File: config.mk
export PLATFORM = sky130hd
export DESIGN_NAME = xmem_pager
export DESIGN_NICKNAME = d
export VERILOG_FILES = /design/src/rtl/xmem_pkg.sv /design/src/rtl/xmem_ptr_regs.sv /design/src/rtl/xmem_addr_form.sv /design/src/rtl/xmem_xfer_fsm.sv /design/src/rtl/xmem_pager.sv
export SDC_FILE = /design/constraint.sdc
export NUM_CORES = 1
export LEC_CHECK = 0
export ABC_CLOCK_PERIOD_IN_PS = 2350
export BUFFER_PORTS_ARGS = -buffer_cell sky130_fd_sc_hd__buf_2
export CORE_AREA = 8 8 107 109
export DETAILED_ROUTE_END_ITERATION = 12
export DIE_AREA = 0 0 115 117
export GPL_ROUTABILITY_DRIVEN = 0
export PLACE_DENSITY = 0.77
export SYNTH_ARGS = -nofsm -noshare
export SYNTH_HDL_FRONTEND = slang
export SYNTH_SLANG_ARGS = --single-unit
File: constraint.sdc
create_clock -name clk -period 2.35 [get_ports clk]
set_input_delay 0.235 -clock clk [delete_from_list [all_inputs] [get_ports clk]]
set_output_delay 0.235 -clock clk [all_outputs]
set_load 0.05 [all_outputs]
File: src/rtl/xmem_pkg.sv
package xmem_pkg;

   typedef enum logic [1:0] {
      XS_IDLE   = 2'd0,
      XS_SETUP  = 2'd1,
      XS_STROBE = 2'd2,
      XS_TAIL   = 2'd3
   } xfer_state_t;

   localparam logic [2:0] RSEL_PLOW    = 3'd0;
   localparam logic [2:0] RSEL_PHIGH   = 3'd1;
   localparam logic [2:0] RSEL_PPAGE   = 3'd2;
   localparam logic [2:0] RSEL_IHI     = 3'd3;
   localparam logic [2:0] RSEL_STRETCH = 3'd4;
   localparam logic [2:0] RSEL_PSEL    = 3'd5;

endpackage

File: src/rtl/xmem_ptr_regs.sv
module xmem_ptr_regs
   import xmem_pkg::*;
#(
   parameter int DATA_W    = 8,
   parameter int NUM_PTR   = 2,
   parameter int STRETCH_W = 3,
   parameter int SEL_W     = 1
) (
   input  logic                 clk,
   input  logic                 rst_n,
   input  logic                 we,
   input  logic [2:0]           sel,
   input  logic [DATA_W-1:0]    wdata,
   output logic [DATA_W-1:0]    rdata,
   output logic [DATA_W-1:0]    cur_low,
   output logic [DATA_W-1:0]    cur_high,
   output logic [DATA_W-1:0]    cur_page,
   output logic [DATA_W-1:0]    ind_hi,
   output logic [STRETCH_W-1:0] stretch
);

   logic [DATA_W-1:0]    low_arr  [NUM_PTR];
   logic [DATA_W-1:0]    high_arr [NUM_PTR];
   logic [DATA_W-1:0]    page_arr [NUM_PTR];
   logic [SEL_W-1:0]     psel_q;
   logic [DATA_W-1:0]    ihi_q;
   logic [STRETCH_W-1:0] stretch_q;

   // one register set per pointer; only the selected set accepts writes
   for (genvar g = 0; g < NUM_PTR; g++) begin : g_set
      logic [DATA_W-1:0] lo_q, hi_q, pg_q;
      logic              hit;

      assign hit = we && (psel_q == SEL_W'(g));

      always_ff @(posedge clk or negedge rst_n) begin
         if (!rst_n) begin
            lo_q <= '0;
            hi_q <= '0;
            pg_q <= '0;
         end else if (hit) begin
            case (sel)
               RSEL_PLOW:  lo_q <= wdata;
               RSEL_PHIGH: hi_q <= wdata;
               RSEL_PPAGE: pg_q <= wdata;
               default: ;
            endcase
         end
      end

      assign low_arr[g]  = lo_q;
      assign high_arr[g] = hi_q;
      assign page_arr[g] = pg_q;
   end

   always_ff @(posedge clk or negedge rst_n) begin
      if (!rst_n) begin
         psel_q    <= '0;
         ihi_q     <= '0;
         stretch_q <= '0;
      end else if (we) begin
         case (sel)
            RSEL_IHI:     ihi_q     <= wdata;
            RSEL_STRETCH: stretch_q <= wdata[STRETCH_W-1:0];
            RSEL_PSEL: begin
               if (int'(wdata[SEL_W-1:0]) < NUM_PTR) psel_q <= wdata[SEL_W-1:0];
            end
            default: ;
         endcase
      end
   end

   assign cur_low  = low_arr[psel_q];
   assign cur_high = high_arr[psel_q];
   assign cur_page = page_arr[psel_q];
   assign ind_hi   = ihi_q;
   assign stretch  = stretch_q;

   always_comb begin
      rdata = '0;
      case (sel)
         RSEL_PLOW:    rdata = cur_low;
         RSEL_PHIGH:   rdata = cur_high;
         RSEL_PPAGE:   rdata = cur_page;
         RSEL_IHI:     rdata = ihi_q;
         RSEL_STRETCH: rdata[STRETCH_W-1:0] = stretch_q;
         RSEL_PSEL:    rdata[SEL_W-1:0] = psel_q;
         default:      rdata = '0;
      endcase
   end

endmodule

File: src/rtl/xmem_addr_form.sv
module xmem_addr_form #(
   parameter int DATA_W        = 8,
   parameter bit INDIRECT_PAGE = 1'b1
) (
   input  logic                  indirect,
   input  logic [DATA_W-1:0]     idx,
   input  logic [DATA_W-1:0]     ptr_low,
   input  logic [DATA_W-1:0]     ptr_high,
   input  logic [DATA_W-1:0]     ptr_page,
   input  logic [DATA_W-1:0]     ind_hi,
   output logic [3*DATA_W-1:0]   addr
);

   logic [DATA_W-1:0] ind_top;

   // variant: indirect accesses either share the pointer page or sit in page zero
   if (INDIRECT_PAGE) begin : g_shared_page
      assign ind_top = ptr_page;
   end else begin : g_page_zero
      assign ind_top = '0;
   end

   assign addr = indirect ? {ind_top, ind_hi, idx}
                          : {ptr_page, ptr_high, ptr_low};

endmodule

File: src/rtl/xmem_xfer_fsm.sv
module xmem_xfer_fsm
   import xmem_pkg::*;
#(
   parameter int DATA_W    = 8,
   parameter int STRETCH_W = 3,
   parameter int ADDR_W    = 24
) (
   input  logic                 clk,
   input  logic                 rst_n,
   input  logic                 req_valid,
   input  logic                 req_write,
   input  logic [ADDR_W-1:0]    next_addr,
   input  logic [DATA_W-1:0]    req_wdata,
   input  logic [STRETCH_W-1:0] stretch,
   input  logic [DATA_W-1:0]    mem_rdata,
   output logic                 busy,
   output logic                 done,
   output logic [DATA_W-1:0]    rdata,
   output logic [ADDR_W-1:0]    mem_addr,
   output logic [DATA_W-1:0]    mem_wdata,
   output logic                 mem_drive,
   output logic                 mem_rd,
   output logic                 mem_wr
);

   xfer_state_t          state_q;
   logic [STRETCH_W-1:0] cnt_q;
   logic                 wr_q;
   logic [ADDR_W-1:0]    addr_q;
   logic [DATA_W-1:0]    wdata_q;
   logic [DATA_W-1:0]    rdata_q;

   always_ff @(posedge clk or negedge rst_n) begin
      if (!rst_n) begin
         state_q <= XS_IDLE;
         cnt_q   <= '0;
         wr_q    <= 1'b0;
         addr_q  <= '0;
         wdata_q <= '0;
         rdata_q <= '0;
      end else begin
         case (state_q)
            XS_IDLE: begin
               if (req_valid) begin
                  state_q <= XS_SETUP;
                  wr_q    <= req_write;
                  addr_q  <= next_addr;
                  wdata_q <= req_wdata;
                  cnt_q   <= stretch;
               end
            end
            XS_SETUP: state_q <= XS_STROBE;
            XS_STROBE: begin
               if (cnt_q == '0) begin
                  state_q <= XS_TAIL;
                  if (!wr_q) rdata_q <= mem_rdata;
               end else begin
                  cnt_q <= cnt_q - 1'b1;
               end
            end
            XS_TAIL: state_q <= XS_IDLE;
            default: state_q <= XS_IDLE;
         endcase
      end
   end

   assign busy      = (state_q != XS_IDLE);
   assign done      = (state_q == XS_TAIL);
   assign mem_rd    = (state_q == XS_STROBE) && !wr_q;
   assign mem_wr    = (state_q == XS_STROBE) && wr_q;
   assign mem_drive = busy && wr_q;
   assign mem_addr  = addr_q;
   assign mem_wdata = wdata_q;
   assign rdata     = rdata_q;

endmodule

File: src/rtl/xmem_pager.sv
module xmem_pager #(
   parameter int DATA_W        = 8,
   parameter int NUM_PTR       = 2,
   parameter int STRETCH_W     = 3,
   parameter bit INDIRECT_PAGE = 1'b1
) (
   input  logic                  clk,
   input  logic                  rst_n,
   input  logic                  reg_we,
   input  logic [2:0]            reg_sel,
   input  logic [DATA_W-1:0]     reg_wdata,
   output logic [DATA_W-1:0]     reg_rdata,
   input  logic                  req_valid,
   input  logic                  req_write,
   input  logic                  req_indirect,
   input  logic [DATA_W-1:0]     req_idx,
   input  logic [DATA_W-1:0]     req_wdata,
   output logic                  busy,
   output logic                  done,
   output logic [DATA_W-1:0]     rdata,
   output logic [3*DATA_W-1:0]   mem_addr,
   output logic [DATA_W-1:0]     mem_wdata,
   output logic                  mem_drive,
   output logic                  mem_rd,
   output logic                  mem_wr,
   input  logic [DATA_W-1:0]     mem_rdata
);

   localparam int ADDR_W = 3 * DATA_W;
   localparam int SEL_W  = (NUM_PTR > 1) ? $clog2(NUM_PTR) : 1;

   if (NUM_PTR < 1 || NUM_PTR > 4) begin : g_bad_ptr
      $error("NUM_PTR must lie in 1..4");
   end
   if (STRETCH_W < 1 || STRETCH_W > DATA_W) begin : g_bad_stretch
      $error("STRETCH_W must lie in 1..DATA_W");
   end
   if (DATA_W < 2) begin : g_bad_data
      $error("DATA_W must be at least 2");
   end

   logic [DATA_W-1:0]    cur_low, cur_high, cur_page, ind_hi;
   logic [STRETCH_W-1:0] cur_stretch;
   logic [ADDR_W-1:0]    next_addr;

   xmem_ptr_regs #(
      .DATA_W(DATA_W), .NUM_PTR(NUM_PTR), .STRETCH_W(STRETCH_W), .SEL_W(SEL_W)
   ) u_regs (
      .clk(clk), .rst_n(rst_n), .we(reg_we), .sel(reg_sel), .wdata(reg_wdata),
      .rdata(reg_rdata), .cur_low(cur_low), .cur_high(cur_high),
      .cur_page(cur_page), .ind_hi(ind_hi), .stretch(cur_stretch)
   );

   xmem_addr_form #(
      .DATA_W(DATA_W), .INDIRECT_PAGE(INDIRECT_PAGE)
   ) u_addr (
      .indirect(req_indirect), .idx(req_idx), .ptr_low(cur_low),
      .ptr_high(cur_high), .ptr_page(cur_page), .ind_hi(ind_hi),
      .addr(next_addr)
   );

   xmem_xfer_fsm #(
      .DATA_W(DATA_W), .STRETCH_W(STRETCH_W), .ADDR_W(ADDR_W)
   ) u_fsm (
      .clk(clk), .rst_n(rst_n), .req_valid(req_valid), .req_write(req_write),
      .next_addr(next_addr), .req_wdata(req_wdata), .stretch(cur_stretch),
      .mem_rdata(mem_rdata), .busy(busy), .done(done), .rdata(rdata),
      .mem_addr(mem_addr), .mem_wdata(mem_wdata), .mem_drive(mem_drive),
      .mem_rd(mem_rd), .mem_wr(mem_wr)
   );

endmodule

### After elaboration in Yosys (flattened, before gate mapping)

Index checks and enable logic that the tools add are counted.

* reductions and logical operators: 24
* $add $sub $neg: 1
* bitwise operators: 3
* muxes and demuxes: 19
* order comparisons: 1
* eq/ne operators: 11

Operators by type and width (count)
* $mux 8: 9
* $reduce_and 2->1: 11
* $pmux 5 s4: 1
* $mux 16: 1
* $pmux 2 s5: 1
* $pmux 2 s4: 1
* $eq 3x2->1 const B: 2
* $eq 3x3->1 const B: 2
* $logic_not 3->1: 2
* $mux 3: 2
* $pmux 1 s6: 1
* $pmux 3 s2: 1
* $reduce_and 3->1: 2
* $logic_and 1x1->1: 5
* $eq 2x2->1 const B: 2
* $mux 2: 2
* $ne 2x2->1 const B: 2
* $reduce_bool 2->1: 2
* $eq 3x1->1 const B: 1
* $sub 3x1->3 const B: 1
* $eq 2x1->1 const B: 1
* $ge 2x2->1 const B: 1
* $logic_not 2->1: 1
* $ne 2x1->1 const B: 1
* other kinds (3): 4

* bits of input ports: 41
* logic and storage cells: 74
* register bits: 106
* output and inout port bits: 53

### Depth between registers and ports, before layout

Gate-level depths: netlist (run 1).

* depth in word-level cells: 5
* gate-level depth with buffers: 7
* depth with buffers taken out: 6

### Modules after synthesis

From an unflattened synthesis (run 1), not the netlist that was laid out.

* cell total of the unflattened synthesis: 354
* area total of the unflattened synthesis: 5121.2 µm²

Modules (own cells, without submodules)
* xmem_ptr_regs: seq. area each 1501.4 µm², area an instance 2885.3 µm², cells an instance 200, instances 1
* xmem_xfer_fsm: seq. area each 1151.1 µm², area an instance 1926.8 µm², cells an instance 128, instances 1
* xmem_addr_form: seq. area each 0.0 µm², area an instance 309.0 µm², cells an instance 26, instances 1

### Worst setup path after synthesis (run 1)

No wires, ideal clock.

* path kind: reg2out
* start point: register u_regs.psel_q
* end point: output reg_rdata[6]
* stages on the path, launching flop included: 5
* data required time: 2115 ps
* setup slack: 326 ps
* data arrival time: 1789 ps
* path buffers: 1
* cells stage by stage: dfrtp_1 > buf_4 > mux2i_1 > mux4_2 > nor2_1

* longest elaborated chain between the ends: 5
* elaborated cells between the ends (all ways): 11
* those cells by class: mux (10); bitwise (1)

RTL lines
* start, declared: line xmem_ptr_regs.sv:25 `logic [SEL_W-1:0] psel_q;`
* $not 1->2 (not written as such) (*): line xmem_ptr_regs.sv:73, xmem_ptr_regs.sv:74, xmem_ptr_regs.sv:75
* $mux 8, on equally long branches (3 in a row): line xmem_ptr_regs.sv:75, xmem_ptr_regs.sv:73, xmem_ptr_regs.sv:74
* $pmux 5 s4 (*): line xmem_ptr_regs.sv:81 `case (sel)`
* end, declared: line xmem_pager.sv:12 `output logic [DATA_W-1:0] reg_rdata,`

Mark *: on every way between the ends. The rest lies on a longest branch, timed or not. The select of a mux whose other input is x is not followed.

### Worst setup path in the final report (run 1)

Same ends and word-level chain as after synthesis.

==> results of run 1 <==
-- per-layer routing --
metal	GRT usage (%)	wire length, um	vias up
li1	-	-	1581
met1	20.9	4590	1672
met2	27.9	5410	112
met3	4.62	884	23
met4	8.84	259	2
met5	0	13	-
-- final cells by class --
type	count	area share (%)
clock buffers	14	3.05
flip-flops and latches	106	46.9
well taps	136	3.01
repair buffers	103	10.4
inverters	7	0.464
multi-input cells	258	36.0
clock inverters	2	0.177
-- timing repair --
item                                   CTS  global route
hold buffers                             1             0
resized for setup                        0             3
endpoints found under the hold margin   47             0
setup buffers                            0             1
setup endpoints to repair                0             1
-- cell usage in the layout (no fill, tap or decap), drive strengths merged, types with 3 or more instances in the layout --
cell type,Yosys,routed
dfrtp,106,106
buf,11,100
mux2,86,86
nand2,31,31
o21ai,24,24
nor2,21,21
a21oi,20,20
mux2i,20,20
clkbuf,7,16
o22ai,8,8
inv,7,7
nand3,7,7
nand2b,6,6
ha,6,6
a221o,5,5
nor2b,5,5
and2,3,3
-- worst register-to-register path: stages (launching register included) --
cell and delay, ns:
dfrtp_1 0.41, inv_1 0.11, ha_1 0.40, nor3b_2 0.59, mux2_2 0.41
-- kinds of logic after synthesis --
group	count (synthesis)	share of synthesized area, %
adders and majority gates	6	1.56
buffers and inverters	25	2.45
AOI/OAI and AO/OA	64	7.92
and+or+nand+nor	81	8.00
muxes	107	24.8
DFF	106	55.3
-- registers in the layout, summed over array words and instances, names as in the netlist, 2 cells and up --
register / cells
u_fsm.cnt_q: 3
u_fsm.mem_addr: 24
u_fsm.mem_wdata: 8
u_fsm.rdata: 8
u_fsm.state_q: 2
u_regs.g_set.hi_q: 16
u_regs.g_set.lo_q: 16
u_regs.g_set.pg_q: 16
u_regs.ind_hi: 8
u_regs.stretch: 3
-- per-stage QoR --
stage	instance area (sq um)	hold WS [ns]	util (%)	worst slack, ns
2_1_floorplan	4800	-0.0606	-	0.326
6_report	5660	0.0924	57.1	0.102
3_5_place_dp	5430	0.306	54.8	0.353
5_1_grt	5660	0.0755	57.1	0.0408
4_1_cts	5620	0.0835	56.7	0.102
3_3_place_gp	5430	0.295	54.8	0.466
-- power by group --
group	leakage, nW	switching (mW)	total (mW)	internal (mW)
clock network	0.0965	0.577	1.05	0.471
registers	1.31	0.361	2.83	2.47
logic	1.32	2.29	3.39	1.10
total	2.72	3.23	7.27	4.05
-- how the worst max path moves through the flow --
stage          cells past startpoint              to  slack, ns             start
2_1_floorplan                      4    reg_rdata[6]       0.33     u_regs.psel_q
3_3_place_gp                       4  u_fsm.rdata[6]       0.47  u_fsm.state_q[0]
3_5_place_dp                       4  u_fsm.rdata[3]       0.35  u_fsm.state_q[0]
4_1_cts                            6    reg_rdata[0]       0.10     u_regs.psel_q
5_1_grt                            6    reg_rdata[0]       0.04     u_regs.psel_q
6_report                           5    reg_rdata[6]       0.10     u_regs.psel_q
==> out/results.ini, run 1 <==
[run_status]
status = finished clean

[critical_path]
critical_path_class = reg -> out
endpoint_kind = primary output
cp_slowest_stage_delay_ns = 0.45
crit_slowest_cell = mux4_2
crit_family = multiplexers
rr_worst_depth = 4
rrSetupSlack_ns = 0.33
critPathArrivalTime_ns = 2.01
worstSetupStartpointType = flop
path_buf_inv = 2
cp_max_fo = 9
crit_required_ns = 2.12
r2r-start = u_fsm.state_q[0]
r2r_end = u_fsm.rdata[0]
cp_cell_sequence = buf_4 -> mux2i_1 -> mux4_2 -> nor2_1 -> buf_2

[timing]
skew_ns = 0.00311
slew_headroom_pct = 57.0
slew_viol_final = 0
worst_pin_slew_ns = 0.645
fmax_mhz = 445
period_minus_slack_ns = 2.25
final-setup-viol-count = 0
setup_tns_ns = 0
hold_violations = 0
min_period_over_period_pct = 95.7
rsz0062_at_grt = no

[logic_synthesis]
netlist_top_cells_area = dfrtp_1 55%, mux2_2 20%, mux2i_1 4.2%, o21ai_0 2.5%, nand2_1 2.4%
syn_inst = 389
synth_seq_cells = 106
avgSynthCellArea_sq_um = 12.3
synth_common_cells = 106 x dfrtp_1, 86 x mux2_2, 31 x nand2_1, 24 x o21ai_0
yosys.area.top_type = dfrtp_1
synth_cell_types = 37
synth_flop_cell = dfrtp_1
yosysWarningCount = 0
seq_area_frac_synth_pct = 55.3
synth_edf_count = 0
synthesis.nets = 436
synth_top_cell_area_share_pct = 55.3
netlist_area_sq_mm = 0.00480
synth-async-reset-ratio_pct = 100
yosys.cell_count.top_type = dfrtp_1

[floorplan]
io_pins = 94
die_h_um = 117
chipWidth_um = 115
die-area_sq_mm = 0.0135
rows = 37
start_util_pct = 48.5
placeableCoreArea_sq_mm = 0.00991

[detailed_routing]
dr.pass1.iters = 4
wl_per_cell_um = 17.8
ant_nets = 0
vias_per_cell = 5.42
drt_iter0_drc = 233
drc = 0
dr_total_vias = 3390
wirelength_um = 11200

[cells_and_area]
nets = 532
instances_no_fill = 626
n_fill_cell = 865
regArea_sq_mm = 0.00265
drive_above_1_share_pct = 42.7
n_antenna_cell = 0
multi_input_area_sq_mm = 0.00203
synthToLayoutAreaGrowth_pct = 17.9

[clock_network]
root_buffer = clkbuf_8
worstSkewPairLatency_ns = 0.37
cts_buffers = 9
clk_pin_slew_ns = 0.09
clockBufferDepth = 2
cts_tree = done
cts.sinks = 106
htree_num_levels = 3

[min_path]
hp-start = mem_rdata[2]
hold_path.class = in -> reg
hold_end = u_fsm.rdata[2]
whs_path_depth = 2

[pwr]
p_leak_nw = 2.72
ir_drop_mv = 0.589
finalPower_mw = 7.27
power.density_mw_per_mm2 = 1290

[run]
drv_cap = 0

[grt]
antenna_found_initial = 1
grt-ovfl-total = 0
grt_usage_pct = 17.2
grt_max_degree = 51
grt_pass1_vias = 3517
grt_pass1_wl_um = 17900

[placement]
dp.cells = 607
post-dp-hpwl_um = 8390
port_buffers = 93

(Power assumes the default switching activity.)
==> run 2, diff against run 1 <==
ABC_AREA = 1   (was not set)
CORE_AREA = 8 8 109 111   (was 8 8 107 109)
DIE_AREA = 0 0 117 119   (was 0 0 115 117)
PLACE_DENSITY = 0.76   (was 0.77)
==> out/results.ini, run 2 <==
[pwr]
p_int_mw = 3.74  ; was 4.05 mW
swShare_pct = 49.9  ; was 44.4%
power.density_mw_per_mm2 = 1300  ; was 1290 mW/mm^2
p_clk_share_pct = 14.4  ; about the same
ir_drop_mv = 0.744  ; was 0.589 mV
p_seq_share_pct = 37.9  ; was 39.0%
p_switching_mw = 3.73  ; was 3.23 mW
finalPower_mw = 7.47  ; was 7.27 mW
combPwrFrac_pct = 47.7  ; was 46.6%
p_leak_nw = 3.02  ; was 2.72 nW

[logic_synthesis]
synth_flop_cell = dfrtp_1  ; unchanged
netlist_top_cells_area = dfrtp_1 53%, nand2_1 17%, a21oi_1 5.2%, o21ai_1 3.3%, nor2_1 3.1%  ; was dfrtp_1 55%, mux2_2 20%, mux2i_1 4.2%, o21ai_0 2.5%, nand2_1 2.4%
yosys.area.top_type = dfrtp_1  ; unchanged
syn_inst = 612  ; was 389
synth_cell_types = 28  ; was 37
synth_top_cell_area_share_pct = 53.1  ; was 55.3%
synth-async-reset-ratio_pct = 100  ; unchanged
netlist_area_sq_mm = 0.00500  ; was 0.00480 sq mm
synthesis.nets = 659  ; was 436
synth_edf_count = 0  ; unchanged
yosysWarningCount = 0  ; unchanged
synth_seq_cells = 106  ; unchanged
seq_area_frac_synth_pct = 53.1  ; was 55.3%
yosys.cell_count.top_type = nand2_1  ; was dfrtp_1
avgSynthCellArea_sq_um = 8.17  ; was 12.3 sq um
synth_common_cells = 225 x nand2_1, 106 x dfrtp_1, 52 x a21oi_1, 41 x nor2_1, 38 x inv_1  ; was 106 x dfrtp_1, 86 x mux2_2, 31 x nand2_1, 24 x o21ai_0

[critical_path]
endpoint_kind = primary output  ; unchanged
cp_max_fo = 10  ; was 9
rrSetupSlack_ns = 0.56  ; was 0.33 ns
path_common_cell = inv_1
cp_cell_sequence = inv_1 -> ha_1 -> inv_1 -> nor2_4 -> buf_2  ; was buf_4 -> mux2i_1 -> mux4_2 -> nor2_1 -> buf_2
critical_path_class = reg -> out  ; unchanged
worstSetupStartpointType = flop  ; unchanged
crit_slowest_cell = dfrtp_1  ; was mux4_2
crit_required_ns = 2.12  ; about the same
path_buf_inv = 3  ; was 2
critPathArrivalTime_ns = 1.94  ; was 2.01 ns
cp_slowest_stage_delay_ns = 0.40  ; was 0.45 ns
crit_family = buffers and inverters  ; was multiplexers

[run]
drv_cap = 0  ; unchanged

[grt]
grt_pass1_vias = 4295  ; was 3517
grt_pass1_wl_um = 21500  ; was 17900 um
grt-ovfl-total = 0  ; unchanged
grt_max_degree = 57  ; was 51
grt_usage_pct = 19.6  ; was 17.2%
antenna_found_initial = 0  ; was 1

[timing]
final-setup-viol-count = 0  ; unchanged
slew_headroom_pct = 51.3  ; was 57.0%
hold_ws_ns = 0.0430  ; was 0.0924 ns
worst_pin_slew_ns = 0.731  ; was 0.645 ns
fmax_mhz = 460  ; was 445 MHz
period_minus_slack_ns = 2.17  ; was 2.25 ns
min_period_over_period_pct = 92.5  ; was 95.7%
slew_viol_final = 0  ; unchanged
rsz0062_at_grt = no  ; unchanged
skew_ns = 0.00969  ; was 0.00311 ns
setup_tns_ns = 0  ; unchanged
hold_violations = 0  ; unchanged

[detailed_routing]
wl_per_cell_um = 15.7  ; was 17.8 um
drt_iter0_drc = 260  ; was 233
drc = 0  ; unchanged
dr.pass1.iters = 4  ; unchanged
ant_nets = 0  ; unchanged
vias_per_cell = 5.30  ; was 5.42
wirelength_um = 13200  ; was 11200 um
dr_total_vias = 4450  ; was 3390

[floorplan]
chipWidth_um = 117  ; was 115 um
placeableCoreArea_sq_mm = 0.0101  ; was 0.00991 sq mm
die_h_um = 119  ; was 117 um
start_util_pct = 49.5  ; was 48.5%
io_pins = 94  ; unchanged
die-area_sq_mm = 0.0139  ; was 0.0135 sq mm
rows = 37  ; unchanged

[clock_network]
cts.sinks = 106  ; unchanged
clockBufferDepth = 2  ; unchanged
worstSkewPairLatency_ns = 0.38  ; was 0.37 ns
cts_setup_buffers = 0  ; unchanged
cts_tree = done  ; unchanged
htree_num_levels = 3  ; unchanged
cts_buffers = 9  ; unchanged
clk_pin_slew_ns = 0.10  ; was 0.09 ns
root_buffer = clkbuf_8  ; unchanged

[cells_and_area]
largest_reg_flops = 24  ; unchanged
mostFrequentLayoutCells = 225 x nand2_1, 106 x dfrtp_1, 92 x buf_2, 52 x a21oi_1, 41 x nor2_1  ; was 105 x dfrtp_1, 91 x buf_2, 86 x mux2_2, 31 x nand2_1, 24 x o21ai_0
mostFrequentLayoutCell = nand2_1  ; was dfrtp_1
drive_above_1_share_pct = 20.5  ; was 42.7%
n_fill_cell = 950  ; was 865
synthToLayoutAreaGrowth_pct = 14.9  ; was 17.9%
nets = 745  ; was 532
n_antenna_cell = 0  ; unchanged

[placement]
post-dp-hpwl_um = 9800  ; was 8390 um
port_buffers = 93  ; unchanged

[run_status]
status = finished clean  ; unchanged

[min_path]
hold_path.class = in -> reg  ; unchanged

run 2: worst reg2reg max path, delay by kind of cell, from the launching register on:
family        cells  cell delay, ns
simple gates      4            1.00
flops             1            0.41
fa+ha+maj         1            0.15
buf+inv           2            0.13
run 2: layout make-up:
cell class,count,area [sq um],share of cell area [%]
Timing Repair Buffer,99,541,9.41
Tap cell,136,170,2.96
Inverter,45,171,2.98
Clock buffer,9,124,2.16
Sequential cell,106,2650,46.2
Multi-Input combinational cell,437,2030,35.3
Clock inverter,7,60.1,1.05
run 2: per-layer routing:
layer / track usage (%) / wire length [um] / vias up
met4: 8.65 / 443 / 0
met2: 29.4 / 5740 / 212
met5: 0 / 0 / -
li1: - / - / 2136
met3: 4.95 / 1200 / 32
met1: 26.2 / 5830 / 2070
run 2: repair_timing:
| item | CTS | global route |
|---|---|---|
| endpoints found under the setup margin | 0 | 7 |
| gates resized for setup | 0 | 2 |
| hold buffers | 1 | 0 |
| hold endpoints to repair | 54 | 0 |
run 2: through the flow:
| step | instance area (sq um) | worst slack [ns] | cells | utilization, % |
|---|---|---|---|---|
| 4_1_cts | 5740 | 0.120 | 839 | 56.9 |
| 6_report | 5750 | 0.177 | 839 | 56.9 |
| 3_5_place_dp | 5550 | 0.545 | 822 | 55.0 |
| 3_3_place_gp | 5550 | 0.593 | 822 | 55.0 |
| 5_1_grt | 5750 | 0.0350 | 839 | 56.9 |
| 2_1_floorplan | 5000 | 0.641 | 612 | - |
run 2: logic make-up after synthesis:
kind of cell,synth area share (%)
and+or+nand+nor,25.4
buffers and inverters,6.38
adders and majority gates,1.50
AOI/OAI and AO/OA,13.7
DFF,53.1
run 2: path summary, 6_finish.rpt:
kind                       cells after the start                from                      end
min in group asynchronous                      2               rst_n           u_fsm.rdata[3]
hold / removal                                 3        req_wdata[5]       u_fsm.mem_wdata[5]
hold reg to reg                                2  u_fsm.mem_wdata[5]       u_fsm.mem_wdata[5]
setup / recovery                               5    u_fsm.state_q[0]                   mem_rd
setup reg to reg                               7      u_fsm.cnt_q[0]           u_fsm.rdata[5]
max in group asynchronous                      3               rst_n  u_regs.g_set[0].lo_q[7]
run 2: power by group through the flow:
stage / clock network (mW) / logic [mW] / registers (mW)
2_1_floorplan: 0 / 1.51 / 3.97
3_3_place_gp: 0 / 3.50 / 2.83
3_5_place_dp: 0 / 3.57 / 2.87
4_1_cts: 1.09 / 3.58 / 2.83
5_1_grt: 1.18 / 3.86 / 2.90
6_report: 1.07 / 3.57 / 2.83
